[config.mk]
export PLATFORM = sky130hd
export DESIGN_NAME = crc32_unit
export DESIGN_NICKNAME = d
export VERILOG_FILES = /design/src/rtl/crc32_pkg.sv /design/src/rtl/crc_bit_reflect.sv /design/src/rtl/crc_word_step.sv /design/src/rtl/crc32_unit.sv
export SDC_FILE = /design/constraint.sdc
export NUM_CORES = 1
export LEC_CHECK = 0
export ABC_AREA = 1
export BUFFER_PORTS_ARGS = -buffer_cell sky130_fd_sc_hd__buf_2
export CAP_MARGIN = 40
export CORE_ASPECT_RATIO = 1.1
export CORE_MARGIN = 3
export CORE_UTILIZATION = 40
export CTS_CLUSTER_SIZE = 30
export DETAILED_ROUTE_END_ITERATION = 6
export PLACE_DENSITY = 0.52
export REMOVE_ABC_BUFFERS = 1
export SETUP_SLACK_MARGIN = 0.4
export SLEW_MARGIN = 0
export SYNTH_ARGS = -nofsm -noshare
export SYNTH_HDL_FRONTEND = slang
export SYNTH_SLANG_ARGS = --single-unit
[constraint.sdc]
create_clock -name clk -period 27.6 [get_ports clk]
set_clock_uncertainty 0.1 [all_clocks]
set_input_delay 5.52 -clock clk [delete_from_list [all_inputs] [get_ports clk]]
set_output_delay 5.52 -clock clk [all_outputs]
set_load 0.01 [all_outputs]
[src/rtl/crc32_pkg.sv]
package crc32_pkg;
    localparam int OFS_DATA  = 'h00;
    localparam int OFS_SCR   = 'h04;
    localparam int OFS_CTRL  = 'h08;
    localparam int OFS_INIT  = 'h10;
    localparam int OFS_POLY  = 'h14;

    localparam int CTRL_RELOAD_BIT = 0;
    localparam int CTRL_INREV_LSB  = 1;
    localparam int CTRL_OUTREV_BIT = 3;

    typedef enum logic [1:0] {
        REFL_NONE = 2'b00,
        REFL_BYTE = 2'b01,
        REFL_HALF = 2'b10,
        REFL_WORD = 2'b11
    } refl_mode_e;

    typedef enum logic {
        CTL_IDLE   = 1'b0,
        CTL_RELOAD = 1'b1
    } ctl_state_e;
endpackage

[src/rtl/crc_bit_reflect.sv]
module crc_bit_reflect #(
    parameter int W = 32
) (
    input  logic [W-1:0]        din,
    input  crc32_pkg::refl_mode_e mode,
    output logic [W-1:0]        dout
);
    localparam int NBYTE = W / 8;
    localparam int NHALF = W / 16;

    logic [W-1:0] by_byte;
    logic [W-1:0] by_half;
    logic [W-1:0] by_word;

    for (genvar g = 0; g < NBYTE; g++) begin : g_byte
        for (genvar b = 0; b < 8; b++) begin : g_bit
            assign by_byte[g*8 + b] = din[g*8 + 7 - b];
        end
    end

    for (genvar h = 0; h < NHALF; h++) begin : g_half
        for (genvar b = 0; b < 16; b++) begin : g_bit
            assign by_half[h*16 + b] = din[h*16 + 15 - b];
        end
    end

    for (genvar b = 0; b < W; b++) begin : g_word
        assign by_word[b] = din[W - 1 - b];
    end

    always_comb begin
        unique case (mode)
            crc32_pkg::REFL_NONE: dout = din;
            crc32_pkg::REFL_BYTE: dout = by_byte;
            crc32_pkg::REFL_HALF: dout = by_half;
            crc32_pkg::REFL_WORD: dout = by_word;
            default:              dout = din;
        endcase
    end
endmodule

[src/rtl/crc_word_step.sv]
module crc_word_step #(
    parameter int W = 32
) (
    input  logic [W-1:0] crc_in,
    input  logic [W-1:0] word,
    input  logic [W-1:0] poly,
    output logic [W-1:0] crc_out
);
    always_comb begin
        logic [W-1:0] acc;
        logic         fb;
        acc = crc_in;
        for (int i = W - 1; i >= 0; i--) begin
            fb  = acc[W-1] ^ word[i];
            acc = {acc[W-2:0], 1'b0} ^ (fb ? poly : '0);
        end
        crc_out = acc;
    end
endmodule

[src/rtl/crc32_unit.sv]
module crc32_unit #(
    parameter int          CRC_W    = 32,
    parameter int          ADDR_W   = 5,
    parameter logic [31:0] POLY_RST = 32'h04C1_1DB7,
    parameter logic [31:0] INIT_RST = 32'hFFFF_FFFF
) (
    input  logic              clk,
    input  logic              rst_n,
    input  logic              wr_en,
    input  logic              rd_en,
    input  logic [ADDR_W-1:0] addr,
    input  logic [CRC_W-1:0]  wdata,
    output logic [CRC_W-1:0]  rdata
);
    import crc32_pkg::*;

    localparam int CTRL_PAD = CRC_W - 4;

    logic [CRC_W-1:0] crc_q;
    logic [CRC_W-1:0] init_q;
    logic [CRC_W-1:0] poly_q;
    logic [CRC_W-1:0] scr_q;
    refl_mode_e       inrev_q;
    logic             outrev_q;
    ctl_state_e       st_q, st_d;

    logic sel_data, sel_scr, sel_ctrl, sel_init, sel_poly;
    logic wr_data, wr_ctrl, reload_req;
    logic reload_pend;

    logic [CRC_W-1:0] word_refl;
    logic [CRC_W-1:0] crc_next;
    logic [CRC_W-1:0] crc_view;

    assign sel_data = (addr == ADDR_W'(OFS_DATA));
    assign sel_scr  = (addr == ADDR_W'(OFS_SCR));
    assign sel_ctrl = (addr == ADDR_W'(OFS_CTRL));
    assign sel_init = (addr == ADDR_W'(OFS_INIT));
    assign sel_poly = (addr == ADDR_W'(OFS_POLY));

    assign wr_data    = wr_en && sel_data;
    assign wr_ctrl    = wr_en && sel_ctrl;
    assign reload_req = wr_ctrl && wdata[CTRL_RELOAD_BIT];

    crc_bit_reflect #(.W(CRC_W)) in_refl_i (
        .din  (wdata),
        .mode (inrev_q),
        .dout (word_refl)
    );

    crc_word_step #(.W(CRC_W)) step_i (
        .crc_in  (crc_q),
        .word    (word_refl),
        .poly    (poly_q),
        .crc_out (crc_next)
    );

    crc_bit_reflect #(.W(CRC_W)) out_refl_i (
        .din  (crc_q),
        .mode (outrev_q ? REFL_WORD : REFL_NONE),
        .dout (crc_view)
    );

    // Reload controller: state register
    always_ff @(posedge clk or negedge rst_n) begin
        if (!rst_n) st_q <= CTL_IDLE;
        else        st_q <= st_d;
    end

    // Reload controller: transitions
    always_comb begin
        st_d = st_q;
        unique case (st_q)
            CTL_IDLE:   st_d = reload_req ? CTL_RELOAD : CTL_IDLE;
            CTL_RELOAD: st_d = reload_req ? CTL_RELOAD : CTL_IDLE;
            default:    st_d = CTL_IDLE;
        endcase
    end

    // Reload controller: outputs
    always_comb begin
        reload_pend = 1'b0;
        unique case (st_q)
            CTL_IDLE:   reload_pend = 1'b0;
            CTL_RELOAD: reload_pend = 1'b1;
            default:    reload_pend = 1'b0;
        endcase
    end

    // Configuration registers
    always_ff @(posedge clk or negedge rst_n) begin
        if (!rst_n) begin
            init_q   <= INIT_RST;
            poly_q   <= POLY_RST;
            scr_q    <= '0;
            inrev_q  <= REFL_NONE;
            outrev_q <= 1'b0;
        end else if (wr_en) begin
            if (sel_init) init_q <= wdata;
            if (sel_poly) poly_q <= wdata;
            if (sel_scr)  scr_q  <= wdata;
            if (sel_ctrl) begin
                inrev_q  <= refl_mode_e'(wdata[CTRL_INREV_LSB +: 2]);
                outrev_q <= wdata[CTRL_OUTREV_BIT];
            end
        end
    end

    // CRC state
    always_ff @(posedge clk or negedge rst_n) begin
        if (!rst_n)          crc_q <= INIT_RST;
        else if (reload_req) crc_q <= init_q;
        else if (wr_data)    crc_q <= crc_next;
    end

    // Read mux
    always_comb begin
        rdata = '0;
        if (rd_en) begin
            if (sel_data)      rdata = crc_view;
            else if (sel_scr)  rdata = scr_q;
            else if (sel_ctrl) rdata = {{CTRL_PAD{1'b0}}, outrev_q, inrev_q, reload_pend};
            else if (sel_init) rdata = init_q;
            else if (sel_poly) rdata = poly_q;
        end
    end
endmodule

# Yosys cells after proc, flatten, opt, wreduce, memory -nomap -nowiden

Index checks and enable logic that the tools add are counted.

Reductions and logical operators: 11
Multiplexer cells: 45
Eq/ne operators: 10
Bitwise gates (word level): 65

Operator list:

| kind                                                                   | count |
|---|---|
| 32-bit two-way mux                                                     | 40 |
| 32-bit XOR                                                             | 32 |
| 32-bit one-hot mux with 4 select lines                                 | 2 |
| 1-bit XOR                                                              | 32 |
| 5-bit equality test (second input constant)                            | 2 |
| 2-bit equality test (second input constant)                            | 4 |
| 2-bit AND reduction                                                    | 4 |
| 5-bit by 3-bit equality test with 1-bit output (second input constant) | 1 |
| 5-bit by 4-bit equality test with 1-bit output (second input constant) | 1 |
| 5-bit zero test                                                        | 1 |
| 2-bit by 1-bit equality test with 1-bit output (second input constant) | 2 |
| 2-bit zero test                                                        | 2 |
| 1-bit logical AND                                                      | 3 |
| 2-bit two-way mux                                                      | 1 |
| 1-bit one-hot mux with 2 select lines                                  | 1 |
| 2-bit nonzero test                                                     | 1 |
| 1-bit two-way mux                                                      | 1 |
| 1-bit NOT                                                              | 1 |

Output and inout port bits: 32
Logic and storage cells: 138
Bits of input ports: 41
Flip-flop bits (word level): 132

# Depth between registers and ports, before layout

Gate-level depths: netlist of run 1.

Depth in word-level cells: 100
Gate-level depth with buffers: 109
Depth with buffers taken out: 104

# Hierarchy

A second synthesis of run 1 with hierarchy kept.

Cell total of the unflattened synthesis: 4474
Area, all modules: 26869.5 um^2

Modules (own cells, without submodules):

| module          | area an instance (um^2) | cells each | instances |
|---|---|---|---|
| crc_word_step   | 18385.1                 | 3276       | 1 |
| crc32_unit      | 6480.0                  | 810        | 1 |
| crc_bit_reflect | 1002.2                  | 194        | 2 |

# Worst setup path before layout of run 1

Ideal clock, no wire load.

Kind: input -> register
From: input port wdata[16]
To: register crc_q[17]
Stages: 90
Data arrival time: 13681 ps
Required time: 27423 ps
Setup time: 77 ps
Slack: 13743 ps
Cells stage by stage: inv_1 nand3_1 nand3_1 nand2_1 nand2_2 nand2_1 nand2_1 nand2_4 nand2_1 nand2_1 nand2_2 nand3_1 nand2_2 buf_4 buf_2 nand3_1 nand2_1 nand3_1 [... 54 more ...] nor2_2 inv_1 nand2_1 nand2_1 nand2_2 buf_6 nand3_2 nand2_4 nand2_1 xor2_1 nor2_1 nor2_1 nand3_1 nand2_4 buf_4 nand3_1 nand3_1 nand2_1

Word-level cells in the longest chain between the ends: 99

RTL lines:

| item                                       | RTL line              | source |
|---|---|---|
| start: declaration                         | crc32_unit.sv:12      | `input logic [CRC_W-1:0] wdata,` |
| 32-bit one-hot mux with 4 select lines (*) | crc_bit_reflect.sv:32 | `unique case (mode)` |
| 1-bit XOR                                  | crc_word_step.sv:14   | `fb = acc[W-1] ^ word[i];` |
| 32-bit two-way mux                         | crc_word_step.sv:15   | `acc = {acc[W-2:0], 1'b0} ^ (fb ? poly : '0);` |
| 32-bit XOR                                 | crc_word_step.sv:15   |  |
| 1-bit XOR                                  | crc_word_step.sv:14   |  |
| 32-bit two-way mux                         | crc_word_step.sv:15   |  |
| 32-bit XOR                                 | crc_word_step.sv:15   |  |
| 1-bit XOR                                  | crc_word_step.sv:14   |  |
| [... 83 more ...]                          | -                     |  |
| 1-bit XOR                                  | crc_word_step.sv:14   |  |
| 32-bit two-way mux                         | crc_word_step.sv:15   |  |
| 32-bit XOR (*)                             | crc_word_step.sv:15   |  |
| 1-bit XOR                                  | crc_word_step.sv:14   |  |
| 32-bit two-way mux                         | crc_word_step.sv:15   |  |
| 32-bit XOR (*)                             | crc_word_step.sv:15   |  |
| 32-bit two-way mux (*)                     | crc32_unit.sv:113     | `else if (wr_data) crc_q <= crc_next;` |
| 32-bit two-way mux (*)                     | crc32_unit.sv:112     | `else if (reload_req) crc_q <= init_q;` |
| end signal: assignment                     | crc32_unit.sv:112     |  |
| end signal: assignment                     | crc32_unit.sv:113     |  |
| end: declaration                           | crc32_unit.sv:19      | `logic [CRC_W-1:0] crc_q;` |

Mark *: on every way between the ends. The rest lies on a longest branch, timed or not. The select of a mux whose other input is x is not followed.
A chain may end at the register's enable or synchronous reset.

# Final worst setup path of run 1

From: input port wdata[16]
To: register crc_q[18]

Same word-level chain as after synthesis.

==> flow_metrics.py, run 1 <==
metrics = {
    "setup_path": {
        "critPathBufInv": 10,
        "crit_path_start_kind": "primary input",
        "cp_top_family": "simple AND/OR/NAND/NOR gates",
        "crit_slowest_cell": "nand2_2",
        "critPathMaxStageDelay_ps": 610,
        "crit_fanout": 63,
        "critPathMostFrequentCell": "nand3_1",
        "critPathCaptureType": "flip-flop",
        "required_ps": 27880,
        "worstPathArrival_ps": 25030,
        "setup.worst_path.class": "primary input to flip-flop",
    },
    "cells_and_area": {
        "antennaDiodeCount": 0,
        "multi_input_area_mm2": 0.0188,
        "drive_gt1_share_pct": 8.26,
        "num-nets-final": 4292,
        "design_area_mm2": 0.0262,
        "syn_to_final_growth_pct": 4.56,
        "fill_cells": 6818,
        "register_area_mm2": 0.00341,
    },
    "cts": {
        "htreeDepth": 4,
        "worstSkewPairLatency_ps": 450,
        "cts_buffers": 17,
        "postCtsHoldBufs": 0,
        "clkTransAtPathRegs_ps": 70,
        "clockRootBuffer": "clkbuf_16",
        "clock_path_buffers": 2,
        "cts_sinks": 132,
        "cts_tree": "built",
    },
    "synthesis": {
        "yosysSeqAreaShare_pct": 13.6,
        "ys.flop_type": "dfstp_2",
        "synth_edf_count": 0,
        "syn_area_mm2": 0.0250,
        "synth_area_per_cell_um2": 5.67,
        "ys_seq_elements": 132,
        "synthCells": 4420,
        "ys_warn_count": 0,
        "synthArstFlopShare_pct": 100,
        "synthDistinctLibCells": 34,
    },
    "min_path": {
        "hp-class": "flip-flop to flip-flop",
    },
    "sta": {
        "grt_setup_unrepaired": "no",
        "max_freq_mhz": 40.4,
        "slew_viol_final": 0,
        "hold_viol_final": 0,
        "fin_crit_ps": 24740,
        "finalCritPeriodShare_pct": 89.6,
        "setup_ws_ps": 2860,
        "worst_pin_slew_ps": 949,
        "relSlewSlack_pct": 36.7,
        "whs_ps": 390,
        "setup_violations": 0,
    },
    "floorplan": {
        "initial_utilization_pct": 40.7,
        "die_y_um": 268,
        "dieArea_mm2": 0.0656,
        "boundaryPins": 73,
        "die_x_um": 245,
        "core-area_mm2": 0.0616,
        "rows": 95,
    },
    "global_route": {
        "overflow": 0,
        "grt.total_usage_pct": 28.8,
        "grt_max_degree": 67,
        "grt_pass1_vias": 23864,
        "grt_antenna_before_repair": 1,
        "grt_pass1_wl_um": 148000,
    },
    "run_status": {
        "violations": "design-rule violations",
        "status": "finished with violations",
    },
    "placement": {
        "port_buffers": 72,
        "gp_congestion": 0.945,
        "dpl_cell_area_mm2": 0.0255,
        "preCtsSetupSlack_ps": 2040,
        "hpwl_um": 68200,
    },
    "detailed_routing": {
        "ant_nets": 0,
        "num_vias": 26187,
        "drt_iter0_drc": 2523,
        "drc_errors": 1,
        "wl_per_cell_um": 19.0,
        "wl_um": 96500,
        "viasPerCell": 5.15,
        "drtPass1Iterations": 7,
    },
    "flow_run": {
        "cap_violations": 0,
    },
}
registers in the layout (all words and copies together), names as in the netlist:
name      count
crc_q        32
init_q       32
inrev_q       2
outrev_q      1
poly_q       32
scr_q        32
st_q          1
cells by family after synthesis:
group           synth area share (%)
xor+xnor                        25.7
buf+inv                         11.4
compound gates                  7.81
simple gates                    41.5
flops                           13.6
worst register-to-register path, delay by kind of cell, from the launching register on:
| kind | cells | cell delay [ps] |
|---|---|---|
| flip-flops | 1 | 610 |
| buffers and inverters | 9 | 2630 |
| AND/OR/NAND/NOR | 77 | 16940 |
layer usage:
metal  wire length, um  up-vias  global-route usage (%)
li1                  -    13309                       -
met1             43800    11817                    38.9
met2             42000      846                    45.8
met3              5240      215                    3.48
met4              5380        0                    13.6
met5                 0        -                       0
cells in the mapped netlist, drive strengths merged (54+ instances only):
| cell type | n | share of area [%] |
|---|---|---|
| dfrtp | 54 | 5.4 |
| buf | 189 | 4.1 |
| inv | 324 | 4.9 |
| o22ai | 63 | 1.6 |
| dfstp | 78 | 8.2 |
| o21ai | 151 | 3.0 |
| xnor2 | 612 | 21 |
| clkbuf | 159 | 2.4 |
| a211oi | 61 | 1.8 |
| nand2 | 1908 | 29 |
| nor2 | 129 | 2.0 |
| nand3 | 439 | 8.9 |
| xor2 | 122 | 4.3 |
through the flow:
stage	utilization (%)	instances	TNS (ps)
floorplan	-	4072	-1690
global placement	41.3	5047	0
detailed placement	41.5	5055	0
CTS	42.5	5087	0
global route	42.5	5088	0
finish	42.5	5088	0
cell type report:
| class | count | share of cell area (%) |
|---|---|---|
| clock inverters | 15 | 0.827 |
| multi-input cells | 3613 | 71.9 |
| repair buffers | 160 | 3.99 |
| inverters | 327 | 4.69 |
| flip-flops and latches | 132 | 13.0 |
| clock buffers | 17 | 1.62 |
| well taps | 824 | 3.94 |
final timing paths:
path / startpoint / to / slack, ps / cells after the start
max reg2reg: inrev_q[1] / crc_q[18] / 7230 / 86
max in group asynchronous: rst_n / poly_q[19] / 21260 / 3
min in group asynchronous: rst_n / inrev_q[1] / 4850 / 1
min: scr_q[3] / scr_q[3] / 390 / 2
max: wdata[16] / crc_q[18] / 2860 / 86
min reg2reg: scr_q[3] / scr_q[3] / 390 / 2
what timing repair did:
item,CTS,global route
hold endpoints to repair,0,0
endpoints found under the setup margin,0,32
setup buffers,0,0
resized for setup,0,3
cells in the final DEF, fill, tap and decap left out, types with 5 or more instances in the layout:
cell and n:
dfrtp_1 47, nor3_1 29, xnor2_1 612, inv_6 5, a21oi_1 53, xor2_1 121, o22ai_1 63, nor2_2 10
dfstp_2 78, nor2_1 119, dfrtp_2 7, nand3_1 435, clkbuf_16 17, nand4_1 18, nand2_2 33, o21ai_0 150
buf_2 77, or2_2 11, inv_1 320, a211oi_1 61, buf_4 80, nand2_4 11, nand2b_1 5, nand2_1 1864
Power of run 1 is not shown: default switching activity piles up to over one toggle a cycle in this logic, so the estimate is an artifact.
==> run 2, diff against run 1 <==
--- a/config.mk
+++ b/config.mk
@@ -19,4 +19,5 @@
 export SLEW_MARGIN = 0
 export SYNTH_ARGS = -nofsm -noshare
 export SYNTH_HDL_FRONTEND = slang
+export SYNTH_HIERARCHICAL = 1
 export SYNTH_SLANG_ARGS = --single-unit
==> flow_metrics.py, run 2 <==
metrics = {
    "cells_and_area": {
        "antennaDiodeCount": 0,
        "num-nets-final": 4373,
        "final_cell_mix": "1124 x nand2_1, 686 x nor2_1, 595 x xnor2_1",
        "syn_to_final_growth_pct": 2.75,
        "drive_gt1_share_pct": 11.5,
        "layout.cells.non_filler": 5203,
        "design_area_mm2": 0.0276,
        "layout_commonest_cell": "nand2_1",
    },
    "detailed_routing": {
        "num_vias": 26267,
        "viasPerCell": 5.05,
        "drc_errors": 0,
        "ant_nets": 0,
        "wl_um": 100000,
        "drt_iter0_drc": 2233,
        "drtPass1Iterations": 6,
        "wl_per_cell_um": 19.2,
    },
    "floorplan": {
        "initial_utilization_pct": 40.5,
        "core-area_mm2": 0.0664,
        "die_y_um": 278,
        "boundaryPins": 73,
        "die_x_um": 253,
        "dieArea_mm2": 0.0703,
        "rows": 99,
    },
    "global_route": {
        "overflow": 0,
        "grt.total_usage_pct": 28.1,
        "grt_pass1_wl_um": 152000,
        "grt_max_degree": 85,
        "grt_antenna_before_repair": 1,
        "grt_pass1_vias": 23908,
    },
    "min_path": {
        "hp-class": "flip-flop to flip-flop",
        "holdPathStages": 2,
    },
    "cts": {
        "cts_sinks": 132,
        "cts_tree": "built",
        "clockRootBuffer": "clkbuf_16",
        "worstSkewPairLatency_ps": 430,
        "cts_resized": 0,
        "postCtsHoldBufs": 0,
        "post_cts_buffers": 0,
        "clock_path_buffers": 2,
        "clkTransAtPathRegs_ps": 60,
        "cts_buffers": 17,
        "htreeDepth": 4,
    },
    "sta": {
        "finalCritPeriodShare_pct": 78.0,
        "grt_setup_unrepaired": "no",
        "slew_viol_final": 0,
        "max_freq_mhz": 46.5,
        "setup_tns_ps": 0,
        "hold_viol_final": 0,
        "fin_crit_ps": 21520,
        "worst_pin_slew_ps": 924,
        "setup_violations": 0,
        "relSlewSlack_pct": 38.4,
    },
    "placement": {
        "gp_congestion": 0.921,
        "dpl.cell_count": 5171,
        "hpwl_um": 72100,
        "dpl_cell_area_mm2": 0.0270,
        "port_buffers": 72,
    },
    "synthesis": {
        "synthArstFlopShare_pct": 100,
        "yosysMostFrequentCell": "nand2_1",
        "yosys-top-cells-count": "1126 x nand2_1, 686 x nor2_1, 595 x xnor2_1",
        "synth_area_per_cell_um2": 6.01,
        "ys_warn_count": 6,
        "ys_seq_elements": 132,
        "synthCells": 4474,
        "syn_area_mm2": 0.0269,
        "yosysSeqAreaShare_pct": 12.7,
        "synth_top_cell_by_area": "xnor2_1",
        "ys.flop_type": "dfstp_2",
        "synthDistinctLibCells": 40,
        "yosys.area.top_type_share_pct": 19.4,
        "synth.area.top_cells": "xnor2_1 19%, nand2_1 16%, nor2_1 9.6%, nand3_1 7.8%, dfstp_2 7.6%",
        "synth_edf_count": 0,
    },
    "setup_path": {
        "r2r_setup_slack_ps": 9810,
        "crit_slowest_cell": "nand2_2",
        "crit_fanout": 36,
        "critPathMostFrequentCell": "nand2_2",
        "critPathCaptureType": "flip-flop",
        "worstPathArrival_ps": 21800,
        "r2r_cells": 97,
        "setup.worst_path.class": "primary input to flip-flop",
        "critPathMaxStageDelay_ps": 620,
        "required_ps": 27870,
        "crit_path_start_kind": "primary input",
    },
    "run_status": {
        "status": "finished, final reports clean",
    },
    "flow_run": {
        "cap_violations": 0,
    },
}
## run 2: logic make-up after synthesis
group | count (synthesis) | synth area share [%]
XOR/XNOR | 799 | 26.1
flip-flops | 132 | 12.7
AO/OA/AOI/OAI | 238 | 4.46
buffers and inverters | 721 | 13.0
AND/OR/NAND/NOR | 2584 | 43.8
## run 2: routing by layer
layer	share of wire (%)	GRT usage, %
met5	0.013	0
met4	3.7	9.91
met3	4.8	1.74
met2	46	45.8
met1	46	39.0
## run 2: path summary, 6_finish.rpt
kind / start / endpoint
setup / recovery: wdata[0] / crc_q[28]
hold / removal: scr_q[7] / scr_q[7]
setup reg to reg: inrev_q[1] / crc_q[28]
hold reg to reg: scr_q[7] / scr_q[7]
max in group asynchronous: rst_n / scr_q[7]
min in group asynchronous: rst_n / scr_q[1]
## run 2: area by class of cell
| type | instances | area, um^2 |
|---|---|---|
| Clock buffer | 20 | 457 |
| Clock inverter | 12 | 131 |
| Fill cell | 7174 | 38800 |
| Inverter | 422 | 1590 |
| Multi-Input combinational cell | 3621 | 20000 |
| Sequential cell | 132 | 3410 |
| Tap cell | 858 | 1070 |
| Timing Repair Buffer | 138 | 955 |
## run 2: worst max-delay path: cells and delay by family
family	cells	cell delay (ps)
AO/OA/AOI/OAI	6	1290
buffers and inverters	16	1650
AND/OR/NAND/NOR	74	13220
## run 2: through the flow
step	setup WS, ps	hold WS, ps	utilization (%)
final	6080	388	41.6
after global routing	4230	409	41.6
after CTS	6220	390	41.6
after detailed placement	5770	374	40.7
after global placement	5930	369	40.5
after floorplan	7730	353	-
Power of run 2 is left out for the same reason.
